$ cat config.mk
export PLATFORM = sky130hd
export DESIGN_NAME = nand_seq
export DESIGN_NICKNAME = d
export VERILOG_FILES = /design/src/rtl/nand_seq.sv
export SDC_FILE = /design/constraint.sdc
export NUM_CORES = 1
export LEC_CHECK = 0
export CORE_MARGIN = 8
export CORE_UTILIZATION = 40
export CTS_BUF_LIST = sky130_fd_sc_hd__clkbuf_8
export CTS_CLUSTER_SIZE = 25
export DETAILED_ROUTE_END_ITERATION = 16
export GPL_TIMING_DRIVEN = 0
export PLACE_DENSITY = 0.73
export SLEW_MARGIN = 20
export SYNTH_ARGS = -nofsm -noshare
export SYNTH_HDL_FRONTEND = slang
export SYNTH_SLANG_ARGS = --single-unit
$ cat constraint.sdc
create_clock -name clk -period 3.3 [get_ports clk]
set_clock_uncertainty 0.15 [all_clocks]
set_input_delay 0.99 -clock clk [delete_from_list [all_inputs] [get_ports clk]]
set_output_delay 0.99 -clock clk [all_outputs]
set_load 0.01 [all_outputs]
$ cat src/rtl/nand_seq.sv
`timescale 1ns/1ps
module nand_seq #(
  parameter int T_WP    = 5,
  parameter int T_WH    = 3,
  parameter int T_WHR   = 10,
  parameter int T_RP    = 5,
  parameter int T_REH   = 3,
  parameter int T_WW    = 20,
  parameter int TIMEOUT = 4000,
  parameter int LEN_W   = 10
) (
  input  logic             clk,
  input  logic             rst_n,
  input  logic             req_valid,
  output logic             req_ready,
  input  logic [2:0]       req_op,
  input  logic [8:0]       req_col,
  input  logic [16:0]      req_row,
  input  logic [LEN_W-1:0] req_len,
  output logic             rd_valid,
  input  logic             rd_ready,
  output logic [7:0]       rd_data,
  output logic             busy,
  output logic             done,
  output logic             done_ok,
  output logic             done_tmo,
  output logic             nf_ce_n,
  output logic             nf_cle,
  output logic             nf_ale,
  output logic             nf_we_n,
  output logic             nf_re_n,
  output logic             nf_wp_n,
  input  logic             nf_rb,
  output logic [7:0]       nf_io_out,
  output logic             nf_io_oe,
  input  logic [7:0]       nf_io_in
);
  localparam int TM_A = (T_WP > T_WH) ? T_WP : T_WH;
  localparam int TM_B = (T_WHR > T_RP) ? T_WHR : T_RP;
  localparam int TM_C = (T_REH > T_WW) ? T_REH : T_WW;
  localparam int TM_D = (TM_A > TM_B) ? TM_A : TM_B;
  localparam int TMAX = (TM_D > TM_C) ? TM_D : TM_C;
  localparam int CW   = $clog2(TMAX + 1);
  localparam int TOW  = $clog2(TIMEOUT + 1);

  localparam logic [2:0] OP_READ  = 3'd0;
  localparam logic [2:0] OP_ERASE = 3'd1;
  localparam logic [2:0] OP_STAT  = 3'd2;
  localparam logic [2:0] OP_ID    = 3'd3;
  localparam logic [2:0] OP_RST   = 3'd4;

  typedef enum logic [3:0] {
    S_IDLE, S_WPSU, S_CMD, S_ADDR, S_CONF, S_WAIT, S_GAP, S_READ, S_DONE
  } st_t;

  function automatic logic [CW-1:0] tload(st_t s);
    case (s)
      S_WPSU:               return CW'(T_WW - 1);
      S_CMD, S_ADDR, S_CONF: return CW'(T_WP - 1);
      S_GAP:                return CW'(T_WHR - 1);
      S_READ:               return CW'(T_RP - 1);
      default:              return '0;
    endcase
  endfunction

  st_t              st, nxt;
  logic [1:0]       ph;
  logic [CW-1:0]    tc;
  logic [TOW-1:0]   tocnt;
  logic [2:0]       op;
  logic [8:0]       col;
  logic [16:0]      row;
  logic [LEN_W-1:0] left;
  logic [1:0]       ai;
  logic             stat, ok, tmo;
  logic [1:0]       rb_q;
  logic [7:0]       rdat;

  logic       adv, tz, wdone, strm, byte_end, tmo_hit, rb_s;
  logic [7:0] cb, abyte;
  logic [2:0] naddr, aidx;

  assign tz       = (tc == '0);
  assign rb_s     = rb_q[1];
  assign wdone    = tz && (ph == 2'd1);
  assign strm     = (op != OP_ERASE);
  assign byte_end = (ph == 2'd1 && tz && !strm) || (ph == 2'd2 && rd_ready);
  assign tmo_hit  = (tocnt == TOW'(TIMEOUT - 1));
  assign naddr    = (op == OP_READ) ? 3'd4 : (op == OP_ERASE) ? 3'd3 : 3'd1;
  assign aidx     = {1'b0, ai} + ((op == OP_ERASE) ? 3'd1 : 3'd0);

  always_comb begin
    if (stat) cb = 8'h70;
    else begin
      case (op)
        OP_READ:  cb = col[8] ? 8'h01 : 8'h00;
        OP_ERASE: cb = 8'h60;
        OP_STAT:  cb = 8'h70;
        OP_ID:    cb = 8'h90;
        default:  cb = 8'hFF;
      endcase
    end
  end

  always_comb begin
    if (op == OP_ID) abyte = 8'h00;
    else begin
      case (aidx)
        3'd0:    abyte = col[7:0];
        3'd1:    abyte = row[7:0];
        3'd2:    abyte = row[15:8];
        default: abyte = {7'b0, row[16]};
      endcase
    end
  end

  assign nf_io_oe  = (st == S_CMD) || (st == S_ADDR) || (st == S_CONF);
  assign nf_io_out = (st == S_ADDR) ? abyte : (st == S_CONF) ? 8'hD0 : (st == S_CMD) ? cb : 8'h00;
  assign nf_we_n   = !(nf_io_oe && ph == 2'd0);
  assign nf_cle    = (st == S_CMD) || (st == S_CONF);
  assign nf_ale    = (st == S_ADDR);
  assign nf_re_n   = !(st == S_READ && ph == 2'd0);
  assign nf_ce_n   = (st == S_IDLE) || (st == S_WPSU) || (st == S_DONE);
  assign nf_wp_n   = (op == OP_ERASE) && (st != S_IDLE);
  assign rd_valid  = (st == S_READ) && (ph == 2'd2);
  assign rd_data   = rdat;
  assign req_ready = (st == S_IDLE);
  assign busy      = (st != S_IDLE);
  assign done      = (st == S_DONE);
  assign done_ok   = ok;
  assign done_tmo  = tmo;

  always_comb begin
    adv = 1'b0;
    nxt = st;
    case (st)
      S_IDLE: if (req_valid) begin
        adv = 1'b1;
        nxt = (req_op == OP_ERASE) ? S_WPSU : (req_op > OP_RST) ? S_DONE : S_CMD;
      end
      S_WPSU: if (tz) begin adv = 1'b1; nxt = S_CMD; end
      S_CMD: if (wdone) begin
        adv = 1'b1;
        nxt = (stat || op == OP_STAT) ? S_GAP : (op == OP_RST) ? S_WAIT : S_ADDR;
      end
      S_ADDR: if (wdone && ({1'b0, ai} == naddr - 3'd1)) begin
        adv = 1'b1;
        nxt = (op == OP_READ) ? S_WAIT : (op == OP_ERASE) ? S_CONF : S_GAP;
      end
      S_CONF: if (wdone) begin adv = 1'b1; nxt = S_WAIT; end
      S_WAIT: begin
        if (tmo_hit) begin adv = 1'b1; nxt = S_DONE; end
        else if (ph == 2'd1 && rb_s) begin
          adv = 1'b1;
          nxt = (op == OP_READ) ? S_GAP : (op == OP_ERASE) ? S_CMD : S_DONE;
        end
      end
      S_GAP: if (tz) begin adv = 1'b1; nxt = (left == '0) ? S_DONE : S_READ; end
      S_READ: if (byte_end && left == LEN_W'(1)) begin adv = 1'b1; nxt = S_DONE; end
      S_DONE: begin adv = 1'b1; nxt = S_IDLE; end
      default: begin adv = 1'b1; nxt = S_IDLE; end
    endcase
  end

  always_ff @(posedge clk) begin
    if (!rst_n) rb_q <= 2'b11;
    else        rb_q <= {rb_q[0], nf_rb};
  end

  always_ff @(posedge clk) begin
    if (!rst_n) begin
      st <= S_IDLE; ph <= '0; tc <= '0; tocnt <= '0; op <= OP_READ;
      col <= '0; row <= '0; left <= '0; ai <= '0; stat <= 1'b0;
      ok <= 1'b0; tmo <= 1'b0; rdat <= '0;
    end else if (adv) begin
      st    <= nxt;
      ph    <= '0;
      tc    <= tload(nxt);
      tocnt <= '0;
      case (st)
        S_IDLE: begin
          op <= req_op; col <= req_col; row <= req_row;
          left <= (req_op == OP_STAT) ? LEN_W'(1) : req_len;
          ai <= '0; stat <= 1'b0; ok <= 1'b0; tmo <= 1'b0;
        end
        S_WAIT: begin
          if (tmo_hit) begin tmo <= 1'b1; ok <= 1'b0; end
          else if (op == OP_ERASE) begin stat <= 1'b1; left <= LEN_W'(1); end
          else if (op == OP_RST) ok <= 1'b1;
        end
        S_GAP:  ok <= 1'b1;
        S_READ: ok <= (op == OP_STAT || op == OP_ERASE) ? !rdat[0] : 1'b1;
        default: ;
      endcase
    end else begin
      if (!tz) tc <= tc - 1'b1;
      case (st)
        S_CMD, S_ADDR, S_CONF: begin
          if (tz && ph == 2'd0) begin ph <= 2'd1; tc <= CW'(T_WH - 1); end
          else if (wdone) begin ai <= ai + 1'b1; ph <= 2'd0; tc <= CW'(T_WP - 1); end
        end
        S_WAIT: begin
          tocnt <= tocnt + 1'b1;
          if (ph == 2'd0 && !rb_s) ph <= 2'd1;
        end
        S_READ: begin
          if (ph == 2'd0 && tz) begin
            rdat <= nf_io_in; ph <= 2'd1; tc <= CW'(T_REH - 1);
          end else if (byte_end) begin
            left <= left - 1'b1; ph <= 2'd0; tc <= CW'(T_RP - 1);
          end else if (ph == 2'd1 && tz && strm) ph <= 2'd2;
        end
        default: ;
      endcase
    end
  end
endmodule

# ---- Word level (Yosys, flattened, before mapping)
# Cells that the tools add are included.
dict set report op_classes {
  addsub 6
  mul 0
  div_mod_pow 0
  order_cmp 1
  n_eq_ne 41
  shifts 0
  mux 76
  bitwise_logic 2
  reduce_logical 53
}
# operator count
set op_table {}
lappend op_table {{$mux W10} 7}
lappend op_table {{$mux W4} 14}
lappend op_table {{$mux W8} 5}
lappend op_table {{$pmux W4 S8} 1}
lappend op_table {{$pmux W8 S4} 1}
lappend op_table {{$mux W5} 6}
lappend op_table {{$eq A4 B3 Y1 const B} 7}
lappend op_table {{$mux W2} 14}
lappend op_table {{$pmux W8 S3} 1}
lappend op_table {{$pmux W10 S2} 1}
lappend op_table {{$eq A4 B2 Y1 const B} 4}
lappend op_table {{$mux W1} 16}
lappend op_table {{$reduce_and A4 Y1} 4}
lappend op_table {{$ne A3 B3 Y1 const B} 5}
lappend op_table {{$pmux W5 S3} 1}
lappend op_table {{$logic_and A1 B1 Y1} 13}
lappend op_table {{$add A12 B1 Y12 const B} 1}
lappend op_table {{$eq A12 B12 Y1 const B} 1}
lappend op_table {{$eq A3 B2 Y1 const B} 4}
lappend op_table {{$ne A2 B2 Y1 const B} 6}
lappend op_table {{$eq A10 B1 Y1 const B} 1}
lappend op_table {{$logic_not A10 Y1} 1}
lappend op_table {{$pmux W5 S2} 1}
lappend op_table {{$reduce_bool A2 Y1} 5}
lappend op_table {{other kinds (36)} 59}
dict set report totals {
  ff_bits 77
  latchBits 0
  ram_bits 0
  romBits 0
  output_inout_bits 29
  mem_count 0
}

# ---- Depth between registers and ports, before layout
dict set report depth {
  ltp_word 12
  depth_mapped 12
  mapped_depth_nobuf 9
}

# ---- Worst setup path before layout
# No wires, ideal clock.
dict set report synth_path {
  path_kind {reg-to-output}
  startpoint {register op[0]}
  endpoint {output nf_io_out[1]}
  arrival_ps 2175
  t_required_ps 2160
  setup_slack_ps -15
  path_stages_with_launch 10
  path_buffers 2
  cell_sequence {dfxtp_1 > buf_6 > or3b_4 > inv_1 > ha_1 > ha_1 > clkbuf_1 > a21oi_1 > nand2b_1 > o21ai_0}
}
dict set report synth_via {
  elab_chain_len 7
  word_cells_on_any_way 16
  classes_between {1 x add/sub; 5 x eq/ne; 8 x mux; 2 x reduce/logical}
}
# item line
set synth_lines {}
lappend synth_lines {{from (decl)} 70} ;# logic [2:0] op;
lappend synth_lines {{from (signal assigned)} 182} ;# op <= req_op; col <= req_col; row <= req_row;
lappend synth_lines {{$eq A3 B1 Y1} {90, 95}}
lappend synth_lines {{$mux W1} 90} ;# assign aidx = {1'b0, ai} + ((op == OP_ERASE) ? 3'd1 : 3'd0);
lappend synth_lines {{$add A2 B1 Y3} 90}
lappend synth_lines {{$eq A3 B2 Y1 (tied with other cells)} 108} ;# case (aidx)
lappend synth_lines {{$pmux W8 S3} 108}
lappend synth_lines {{$mux W8} 106} ;# if (op == OP_ID) abyte = 8'h00;
lappend synth_lines {{$mux W8 (*)} 118} ;# assign nf_io_out = (st == S_ADDR) ? abyte : (st == S_CONF) ? 8'hD0 : (st == S_CMD) ? cb : 8'h00;
lappend synth_lines {{to (decl)} 34} ;# output logic [7:0] nf_io_out,
# Mark *: on every way between the ends. The rest lies on a longest branch, timed or not.

# ---- Final worst setup path
dict set report layout_path {
  startpoint {register op[1]}
  endpoint {output nf_io_out[3]}
}
# Same word-level chain as after synthesis.

==> summary.md <==
| Metric | Value |
|---|---|
| Outcome | `finished with violations` |
| Failing checks | `negative setup slack` |
| RSZ-0062 raised after global routing | `true` |
| Hold WS | `0.273 ns` |
| Crit share post-route | `109%` |
| Post-Route WL | `14.0 mm` |
| Setup ws final | `-0.283 ns` |
| CP endpoint kind | `output port` |
| Final hold vios | `0` |
| Avg WL per Cell | `17.3 um` |
| Max-slew violations | `0` |
| Fin crit period | `3.58 ns` |
| Largest family of logic cells by synthesized area | `simple AND/OR/NAND/NOR gates` |
| Gp weighted congestion | `0.870` |
| H-tree depth | `3` |
| Worst Tran Pin Value | `0.778 ns` |
| Endpoints failing setup | `8` |
| Max Cap Violations | `0` |
| Total Die Area | `14600 sq um` |
| Yosys cell types | `72` |
| Cell row count | `38` |
| Post-Synth Simple-Gate Area | `30.2%` |
| Leakage dissipation | `0.00218 uW` |
| Fill cells | `1003` |
| PortBufs | `80` |
| Delay-heaviest family, CP | `simple AND/OR/NAND/NOR gates` |
| Post-synth EDFFs | `0` |
| Synth Area in XOR/XNOR | `3.18%` |
| # clock sinks | `77` |
| Ports | `81` |
| Largest net degree at the start of global routing | `14` |
| Mean Syn Cell Area | `7.70 sq um` |
| Nets | `728` |
| Yosys warnings | `0` |
| Multiplexer share of the synthesized area | `5.00%` |
| CP Class | `reg2out` |
| Area delta synth->final | `30.7%` |
| Post-synthesis sequential area ratio | `35.0%` |
| Worst EP arrival | `2.44 ns` |
| Crit-path cells | `or3b_4 -> inv_4 -> ha_4 -> ha_4 -> clkbuf_16 -> buf_6 -> mux2i_1 -> nor2_1 -> a21oi_2 -> o21ai_2 -> buf_2` |
| Most frequent CP cell | `ha_4` |
| Synth Area in Compound Gates | `19.1%` |
| Top_reg_cell synth | `dfxtp_1` |
| Power, Total | `2930 uW` |
| CTS root buf | `clkbuf_8` |
| Most common cell after layout, fill and taps aside | `nand2_1` |
| Fin area | `5760 sq um` |
| Die Y-Extent | `121 um` |
| Count of state elements after synthesis | `77` |
| Post-synth ARST share | `0%` |
| WP buf/inv | `4` |
| Post-CTS Hold Fix Bufs | `0` |
| Fmax | `0.279 GHz` |
| DRT antenna net count | `0` |
| Critical Path Source Type | `flip-flop` |
| Slowest CP cell | `or3b_4` |
| First-pass GRT wire length | `22.6 mm` |
| Initial antenna violation count | `0` |
| Core Area | `10800 sq um` |
| DRC viols | `0` |
| Worst-path clk slew | `0.08 ns` |
| Antenna Cells | `0` |
| Worst Path Max Fanout | `8` |
| Initial drt markers | `251` |
| CTS tree | `built` |
| Vias | `4541` |
| Crit path largest cell delay | `0.41 ns` |
| Maximum clock insertion buffer count | `2` |
| Post-synthesis adder-cell area fraction | `2.27%` |
| Avg Vias per Cell | `5.59` |
| Initial Util | `40.8%` |
| Syn Nets | `632` |
| Drt pass-1 iters | `5` |
| Post-DP HPWL | `10.4 mm` |
| Most frequent cells in the layout | `nand2_1, dfxtp_1, clkdlybuf4s50_1, nor2_1, a21oi_1` |
| VDD IR max | `247 uV` |
| Fraction of layout cells with a size suffix above 1 | `13.5%` |
| Chip Width | `121 um` |
| Worst Path Required | `2.16 ns` |
| Num CTS Buffers | `9` |
| DP Area | `5380 sq um` |
| Hold crit path type | `reg2reg` |
| Vias in the first global route | `4544` |
| Total gr overflow | `0` |
| Mapped Cells | `572` |
| Clock latency on the worst-skew pair | `0.36 ns` |
| Cell Area, Synth | `4400 sq um` |
| Slew HR | `47.4%` |
| GRT Util Overall | `19.0%` |
| Pwr/cell area | `508 nW/um^2` |
-- synthesized netlist by cell type, types with 5 or more instances --
cell | n | area share [%]
a31oi_1 | 7 | 0.99
or3_1 | 6 | 0.85
xnor2_1 | 6 | 1.2
o21ai_0 | 27 | 3.1
nand2b_1 | 8 | 1.1
nor2_1 | 58 | 4.9
o211ai_1 | 8 | 1.4
clkbuf_1 | 26 | 2.2
and3_1 | 9 | 1.3
inv_1 | 12 | 1.0
ha_1 | 8 | 2.3
nor3_1 | 18 | 2.0
xor2_1 | 10 | 2.0
nand2_1 | 96 | 8.2
nand4_1 | 6 | 0.85
nor4_1 | 5 | 0.71
mux2i_1 | 16 | 3.6
dfxtp_1 | 77 | 35
o31ai_1 | 5 | 0.85
nand3_1 | 18 | 2.0
a21oi_1 | 58 | 6.6
-- power breakdown --
group          total [uW]  switching, uW  leakage [uW]  internal [uW]
registers            1080           71.1      0.000630           1010
logic                1040            621       0.00144            423
clock network         797            374      0.000108            423
-- worst paths after layout --
path	slack, ns	end	from	cells past startpoint
worst max-delay path	-0.28	nf_io_out[3]	op[1]	11
worst min-delay path	0.27	rb_q[1]	rb_q[0]	1
worst max register to register	0.21	left[0]	tc[0]	10
worst min register to register	0.27	rb_q[1]	rb_q[0]	1
-- layer usage --
layer	GRT usage, %	up-vias	share of wire [%]	routed length (um)
met5	0	-	0	0
met4	8.82	0	3.1	440
met3	4.47	37	6.2	870
met2	32.8	165	50	6990
met1	21.7	2117	41	5730
li1	-	2222	-	-
-- cell type report --
class / count / area (sq um) / area share (%)
Inverter: 13 / 51.3 / 0.891
Clock buffer: 9 / 124 / 2.15
Sequential cell: 77 / 1550 / 26.9
Clock inverter: 7 / 91.3 / 1.59
Buffer: 32 / 184 / 3.19
Tap cell: 140 / 175 / 3.04
Multi-Input combinational cell: 445 / 2740 / 47.5
Timing Repair Buffer: 90 / 848 / 14.7
-- metrics by stage --
| step | std cells | util [%] | TNS, ns | setup WS (ns) |
|---|---|---|---|---|
| after floorplan | 572 | - | -0.0647 | -0.0154 |
| after global placement | 792 | 49.8 | -11.30 | -0.805 |
| after detailed placement | 792 | 49.8 | -13.20 | -0.849 |
| after CTS | 813 | 52.9 | -2.14 | -0.293 |
| after global routing | 813 | 53.4 | -2.40 | -0.379 |
| final | 813 | 53.4 | -1.63 | -0.283 |
-- what timing repair did --
action	in CTS	in global routing
buffers inserted	7	3
gates cloned	0	0
endpoints found under the setup margin	24	16
pin swaps	2	10
resized for setup	61	20
-- cells by family (layout without fill, tap and decap cells) --
logic type      count (synthesis)  after routing
xor+xnor                       16             16
mux                            21             21
buf+inv                        50            151
compound gates                136            136
simple gates                  264            264
fa+ha+maj                       8              8
flops                          77             77
-- state kept, by name, indices dropped and copies added, names as in the netlist, 2 cells and up --
signal,cells
col,9
tocnt,12
rb_q,2
op,3
ph,2
rd_data,8
st,4
tc,5
left,10
row,17
ai,2
Note: power is estimated with default switching activity, not from simulation.
